## src/rtl/srx_pkg.sv

```systemverilog
package srx_pkg;
  typedef enum logic {
    SRX_IDLE  = 1'b0,
    SRX_FRAME = 1'b1
  } srx_state_e;
endpackage

```

## src/rtl/srx_phase_gen.sv

```systemverilog
// Oversampling phase counter: restarted at frame start, emits the mid-bit strobe.
module srx_phase_gen #(
  parameter int OS_FACTOR = 16
) (
  input  logic clk,
  input  logic rst_n,
  input  logic tick,
  input  logic restart,
  input  logic run,
  output logic mid_strobe
);
  localparam int PW   = (OS_FACTOR > 2) ? $clog2(OS_FACTOR) : 1;
  localparam int HALF = OS_FACTOR / 2;
  localparam logic [PW-1:0] TOP_PH  = PW'(OS_FACTOR - 1);
  localparam logic [PW-1:0] HALF_PH = PW'(HALF);

  logic [PW-1:0] phase_q;
  logic [PW-1:0] phase_nxt;

  always_comb begin
    phase_nxt = (phase_q == TOP_PH) ? '0 : phase_q + PW'(1);
  end

  always_ff @(posedge clk) begin
    if (!rst_n) begin
      phase_q <= '0;
    end else if (tick) begin
      if (restart) begin
        phase_q <= '0;
      end else if (run) begin
        phase_q <= phase_nxt;
      end
    end
  end

  assign mid_strobe = tick && run && !restart && (phase_nxt == HALF_PH);
endmodule

```

## src/rtl/srx_frame_ctrl.sv

```systemverilog
// Frame sequencer: start detection, glitch rejection, shift-in, stop check.
module srx_frame_ctrl
  import srx_pkg::*;
#(
  parameter int DATA_W = 8
) (
  input  logic              clk,
  input  logic              rst_n,
  input  logic              tick,
  input  logic              line,
  input  logic              mid_strobe,
  output logic              busy,
  output logic              start_now,
  output logic              done,
  output logic              stop_bad,
  output logic [DATA_W-1:0] shift_data
);
  localparam int IW = $clog2(DATA_W + 2);
  localparam logic [IW-1:0] LAST_IDX = IW'(DATA_W + 1);

  srx_state_e        state_q;
  logic [IW-1:0]     idx_q;
  logic [DATA_W-1:0] shreg_q;

  assign busy      = (state_q == SRX_FRAME);
  assign start_now = (state_q == SRX_IDLE) && tick && !line;
  assign done      = busy && mid_strobe && (idx_q == LAST_IDX);
  assign stop_bad  = !line;
  assign shift_data = shreg_q;

  always_ff @(posedge clk) begin
    if (!rst_n) begin
      state_q <= SRX_IDLE;
      idx_q   <= '0;
      shreg_q <= '0;
    end else begin
      case (state_q)
        SRX_IDLE: begin
          if (start_now) begin
            state_q <= SRX_FRAME;
            idx_q   <= '0;
          end
        end
        SRX_FRAME: begin
          if (mid_strobe) begin
            if (idx_q == '0) begin
              if (line) begin
                state_q <= SRX_IDLE;       // start sample high: glitch
              end else begin
                idx_q <= IW'(1);
              end
            end else if (idx_q == LAST_IDX) begin
              state_q <= SRX_IDLE;         // stop bit taken
            end else begin
              shreg_q <= {line, shreg_q[DATA_W-1:1]};
              idx_q   <= idx_q + IW'(1);
            end
          end
        end
        default: state_q <= SRX_IDLE;
      endcase
    end
  end
endmodule

```

## src/rtl/srx_out_stage.sv

```systemverilog
// Output holding register with valid/ready; a new load overrides a pending byte.
module srx_out_stage #(
  parameter int DATA_W = 8
) (
  input  logic              clk,
  input  logic              rst_n,
  input  logic              load,
  input  logic [DATA_W-1:0] load_data,
  input  logic              load_err,
  input  logic              ready,
  output logic              valid,
  output logic [DATA_W-1:0] data,
  output logic              err
);
  always_ff @(posedge clk) begin
    if (!rst_n) begin
      valid <= 1'b0;
      data  <= '0;
      err   <= 1'b0;
    end else if (load) begin
      valid <= 1'b1;
      data  <= load_data;
      err   <= load_err;
    end else if (valid && ready) begin
      valid <= 1'b0;
    end
  end
endmodule

```

## src/rtl/serial_mid_rx.sv

```systemverilog
module serial_mid_rx #(
  parameter int OS_FACTOR = 16,
  parameter int DATA_W    = 8
) (
  input  logic              clk,
  input  logic              rst_n,
  input  logic              os_tick,
  input  logic              rx_line,
  input  logic              rx_ready,
  output logic              rx_valid,
  output logic [DATA_W-1:0] rx_data,
  output logic              rx_frame_err
);
  logic              frame_busy;
  logic              frame_start;
  logic              mid_strobe;
  logic              frame_done;
  logic              stop_bad;
  logic [DATA_W-1:0] shift_data;

  srx_phase_gen #(.OS_FACTOR(OS_FACTOR)) u_phase (
    .clk        (clk),
    .rst_n      (rst_n),
    .tick       (os_tick),
    .restart    (frame_start),
    .run        (frame_busy),
    .mid_strobe (mid_strobe)
  );

  srx_frame_ctrl #(.DATA_W(DATA_W)) u_ctrl (
    .clk        (clk),
    .rst_n      (rst_n),
    .tick       (os_tick),
    .line       (rx_line),
    .mid_strobe (mid_strobe),
    .busy       (frame_busy),
    .start_now  (frame_start),
    .done       (frame_done),
    .stop_bad   (stop_bad),
    .shift_data (shift_data)
  );

  srx_out_stage #(.DATA_W(DATA_W)) u_out (
    .clk       (clk),
    .rst_n     (rst_n),
    .load      (frame_done),
    .load_data (shift_data),
    .load_err  (stop_bad),
    .ready     (rx_ready),
    .valid     (rx_valid),
    .data      (rx_data),
    .err       (rx_frame_err)
  );
endmodule

```

## config.mk

```make
export PLATFORM = sky130hd
export DESIGN_NAME = serial_mid_rx
export DESIGN_NICKNAME = d
export VERILOG_FILES = /design/src/rtl/srx_pkg.sv /design/src/rtl/srx_phase_gen.sv /design/src/rtl/srx_frame_ctrl.sv /design/src/rtl/srx_out_stage.sv /design/src/rtl/serial_mid_rx.sv
export SDC_FILE = /design/constraint.sdc
export NUM_CORES = 1
export LEC_CHECK = 0
export BUFFER_PORTS_ARGS = -buffer_cell sky130_fd_sc_hd__buf_2
export CORE_ASPECT_RATIO = 0.6
export CORE_MARGIN = 10
export CORE_UTILIZATION = 40
export DETAILED_ROUTE_END_ITERATION = 8
export PLACE_DENSITY = 0.61
export SETUP_SLACK_MARGIN = 0.4
export SYNTH_ARGS = -nofsm -noshare
export SYNTH_HDL_FRONTEND = slang
export SYNTH_SLANG_ARGS = --single-unit
```

## constraint.sdc

```tcl
create_clock -name clk -period 2.6 [get_ports clk]
set_clock_uncertainty 0.2 [all_clocks]
set_input_delay 0.13 -clock clk [delete_from_list [all_inputs] [get_ports clk]]
set_output_delay 0.13 -clock clk [all_outputs]
set_load 0.005 [all_outputs]
```

After elaboration in Yosys (flattened, before gate mapping)
Cells that the tools add are included.

Register bits: 27. Input bits: 5. Output and inout port bits: 10. Logic and storage cells: 52.

$add $sub $neg: 2. Equal/unequal tests: 7. Mux-type cells: 17. Bitwise gates (word level): 3. Reductions and logical operators: 16.

Operators with widths (number): $mux W4 (8); $eq A4 B4 Y1 const B (3); $add A4 B1 Y4 const B (2); $logic_and A1 B1 Y1 (8); $pmux W4 S2 (1); $reduce_and A4 Y1 (2); $mux W1 (7); $ne A3 B3 Y1 const B (2); $logic_not A4 Y1 (1); $reduce_bool A2 Y1 (2); $not A1 Y1 (3); $logic_not A1 Y1 (2); $ne A2 B1 Y1 const B (1); $ne A2 B2 Y1 const B (1); $pmux W1 S2 (1); $reduce_and A2 Y1 (1).

Depth between registers and ports, before layout
Depth after elaboration: 9. Gate-level depth with buffers: 7. Depth with buffers taken out: 6.

Cells and area by module
From an unflattened synthesis, not the netlist that was laid out.

Cell total of the unflattened synthesis: 137. Area total of the unflattened synthesis: 1283.7 sq um.

By module, submodules not included: srx_frame_ctrl (instances 1, cells each 79, area an instance 678.2 sq um, seq. area each 260.2 sq um); srx_out_stage (instances 1, cells each 31, area an instance 371.6 sq um, seq. area each 200.2 sq um); srx_phase_gen (instances 1, cells each 27, area an instance 234.0 sq um, seq. area each 80.1 sq um).

Worst setup path before layout
OpenSTA, ideal clock, no wires.

Path type: register to register. From: register u_phase.phase_q[0]. To: register u_out.data[2]. Library setup time: 72 ps. Arrival time: 1740 ps. Setup slack: 589 ps. Stages on the path, launching flop included: 8. Period minus slack after synthesis: 2011 ps. Cells stage by stage: dfxtp_1 -> ha_1 -> or3b_1 -> o22a_1 -> buf_6 -> nor3_4 -> buf_6 -> mux2i_1.

Cells in the longest elaborated chain, start to end: 6. Elaborated cells on any way between the ends: 7. Classes of those cells: add/sub: 1; eq/ne: 2; mux: 1; reduce/logical: 3.

RTL lines: start, declared (RTL line srx_phase_gen.sv:17) `logic [PW-1:0] phase_q;`; start signal, assigned (RTL line srx_phase_gen.sv:31) `phase_q <= phase_nxt;`; $add A4 B1 Y4 / $eq A4 B4 Y1 (equally long branches) (RTL line srx_phase_gen.sv:21) `phase_nxt = (phase_q == TOP_PH) ? '0 : phase_q + PW'(1);`; $mux W4 * (RTL line srx_phase_gen.sv:21); $eq A4 B4 Y1 * (RTL line srx_phase_gen.sv:36) `assign mid_strobe = tick && run && !restart && (phase_nxt == HALF_PH);`; $logic_and A1 B1 Y1 * (RTL line srx_phase_gen.sv:36); $logic_and A1 B1 Y1 * (2 in a row) (RTL line srx_frame_ctrl.sv:27) `assign done = busy && mid_strobe && (idx_q == LAST_IDX);`; end signal, assigned (RTL line srx_out_stage.sv:22) `data <= load_data;`; end, declared (RTL line srx_out_stage.sv:12) `output logic [DATA_W-1:0] data,`.

Mark *: on every way between the ends. The rest lies on a longest branch, timed or not. A chain may end at the register's enable or synchronous reset.

Worst setup path in the final report
From: register u_phase.phase_q[1]. To: register u_out.data[5].

Same word-level chain as after synthesis.

==> flow_metrics.py <==
metrics = {
    "critical_path": {
        "crit_chain": "ha_2 > or3b_1 > o22a_4 > nor3_4 > buf_6 > mux2i_1",
        "crit-reg2reg-capture": "u_out.data[5]",
        "end_kind": "flip-flop",
        "slowest_stage": "dfxtp_1",
        "crit_type": "flip-flop to flip-flop",
        "rrSetupSlack_ps": 510,
        "slowest_delay_ps": 380,
        "cp_data_required_time_ps": 2610,
        "arrival_ps": 2100,
        "rr_startpoint": "u_phase.phase_q[1]",
        "worstPathMaxFanout": 10,
        "reg2regPathDepth": 6,
        "crit_path_start_kind": "flip-flop",
    },
    "floorplanning": {
        "start_util_pct": 42.4,
        "die-height_um": 63.0,
        "die-area_um2": 5770,
        "die_w_um": 91.7,
        "ios": 15,
        "rows": 15,
        "core_area_um2": 2910,
    },
    "grt": {
        "grt_max_degree": 26,
        "grt_overflow": 0,
        "grt_pass1_vias": 892,
        "grt_util_all_layers_pct": 8.79,
        "grt_pass1_wl_um": 4290,
        "antenna_found_initial": 0,
    },
    "hold_path": {
        "min_from": "rst_n",
        "whs_path_depth": 2,
        "hold-path-endpoint": "u_out.valid",
        "hold_path.class": "input pin to flip-flop",
    },
    "yosys": {
        "yosysMostFrequentCell": "nand2_1",
        "ys_ff_latch": 27,
        "synthFlopType": "dfxtp_1",
        "yosys-top-cells-area": "dfxtp_1 44%, mux2i_1 17%, nand2_1 8.5%, ha_1 5.1%, nor2_1 2.1%",
        "synth_top_area_cell": "dfxtp_1",
        "syn_area_um2": 1230,
        "netlist_top_cells_count": "28 x nand2_1, 27 x dfxtp_1, 21 x mux2i_1, 7 x nor2_1",
        "synth.avg_cell_area_um2": 9.55,
        "syn-instance-count": 129,
        "yosysWarnings": 0,
        "synth_edf_count": 0,
        "async_reset_ff_share_pct": 0,
        "ys_seq_area_share_pct": 43.9,
        "syn-num-nets": 139,
        "synth_cell_types": 30,
        "synth.top_cell.area_share_pct": 43.9,
    },
    "final_layout": {
        "finish.net_count": 155,
        "num_antenna_cells": 0,
        "n_fill_cell": 269,
        "finalInstanceArea_um2": 1420,
        "area_growth_pct": 14.9,
        "final_util_pct": 48.7,
        "layout-drive-gt1-share_pct": 18.1,
    },
    "clock_tree": {
        "clock_latency_ps": 270,
        "root_buffer": "clkbuf_8",
        "cts-htree-levels": 1,
        "cts.path.max_buffers": 2,
        "numCtsBuffers": 3,
        "cts_sinks": 27,
        "cts_tree": "yes",
        "clk_pin_slew_ps": 100,
        "post-cts-setup-buffers": 0,
    },
    "place": {
        "gp_congestion": 0.843,
        "placed_cell_area_um2": 1320,
        "dp_hpwl_um": 1860,
        "dp_slack_ps": 305,
        "portBuffers": 14,
    },
    "pwr": {
        "powerDensity_nw_per_um2": 486,
        "totalPowerFinal_mw": 0.688,
        "peakVddDrop_mv": 0.200,
        "leakagePower_nw": 0.532,
    },
    "drt": {
        "drc_errors": 0,
        "first_pass_iters": 4,
        "drt-initial-drc-count": 75,
        "viasPerCell": 4.98,
        "drtAntennaViolNets": 0,
        "via_count": 926,
        "wirelength_um": 2480,
        "drt-wirelength-per-cell_um": 13.3,
    },
    "sta": {
        "setup_violations": 0,
        "fin_crit_ps": 2090,
        "tns_ps": 0,
        "rsz0062_at_grt": "no",
        "worst_slack_ps": 514,
        "hold_viol_final": 0,
        "slew_headroom_pct": 72.6,
        "fmax_mhz": 479,
        "fin_crit_sh_pct": 80.2,
        "worstMarginPinSlew_ps": 411,
        "slew_violations": 0,
    },
    "status": {
        "status": "completed",
    },
    "job": {
        "drv_cap": 0,
    },
}
==> state kept, by name, summed over array words and instances (netlist names) <==
signal / count
u_out.valid: 1
u_ctrl.idx_q: 4
u_phase.phase_q: 4
u_out.data: 8
u_ctrl.busy: 1
u_ctrl.shift_data: 8
u_out.err: 1
==> power by group <==
part / leakage (nW) / internal (mW) / switching [mW] / total (mW)
clock network: 0.0217 / 0.109 / 0.132 / 0.241
registers: 0.218 / 0.415 / 0.00450 / 0.420
logic: 0.293 / 0.00986 / 0.0177 / 0.0275
==> per-stage QoR <==
stage	instances	hold slack (ps)
floorplan	129	72.6
global placement	179	242
detailed placement	179	243
CTS	186	83.4
global route	186	110
finish	186	88.5
==> layout make-up <==
type	instances	area, um^2	share of cell area, %
multi-input combinational	90	643	45.4
inverter	5	18.8	1.33
sequential	27	542	38.3
clock buffer	3	41.3	2.92
tap	42	52.6	3.71
timing repair buffer	18	111	7.86
clock inverter	1	7.51	0.530
==> routing by layer <==
metal  share of wire, %  GRT usage (%)
met1                 53           11.9
met2                 41           12.4
met3                5.8           3.72
met4               0.28           2.14
met5                  0              0
==> critical path: cells and delay by family, from the launching register on <==
family	cells	cell delay, ps
and+or+nand+nor	2	510
adders and majority gates	1	230
buffers and inverters	1	190
AOI/OAI and AO/OA	1	310
muxes	1	200
DFF	1	380
==> logic make-up after synthesis <==
kind of cell,Yosys count,share of synthesized area (%)
flip-flops,27,43.9
multiplexers,21,17.1
adder cells (fa/ha/maj),5,5.08
AO/OA/AOI/OAI,17,9.75
AND/OR/NAND/NOR,47,19.4
buffers and inverters,12,4.87
==> worst max-delay path by stage <==
stage	cells past startpoint	end	startpoint	slack [ps]
after floorplan	7	u_out.data[2]	u_phase.phase_q[0]	590
after global placement	6	u_out.err	u_phase.phase_q[0]	440
after detailed placement	6	u_out.data[5]	u_phase.phase_q[0]	310
after CTS	6	u_out.data[5]	u_phase.phase_q[0]	410
after global routing	6	u_out.data[0]	u_phase.phase_q[1]	410
final	6	u_out.data[5]	u_phase.phase_q[1]	510
==> cells in the final DEF, fill, tap and decap left out <==
master and n:
nand4_1 1, a32oi_1 1, nor2_1 7, buf_6 1, dfxtp_1 26, o21ai_0 2
nor2_8 1, o211ai_1 2, or3b_1 1, a311oi_1 2, o22a_4 1, a22oi_1 1
nand3b_1 1, nand4b_1 1, a31oi_1 1, a21oi_1 3, o21a_1 1, ha_1 4
clkbuf_8 3, dfxtp_2 1, o41ai_1 2, nor3b_1 1, nand2_1 28, o22ai_1 1
nor2b_1 1, inv_1 5, and3_2 1, ha_2 1, buf_2 14, nor3_4 1
and2b_2 1, mux2i_1 21, dlygate4sd3_1 3, nand3_1 2, clkinvlp_4 1
==> repair_timing <==
item / CTS / global route
setup endpoints to repair: 10 / 17
gates resized for setup: 2 / 3
endpoints found under the hold margin: 3 / 0
hold buffers: 3 / 0
(Power assumes the default switching activity.)
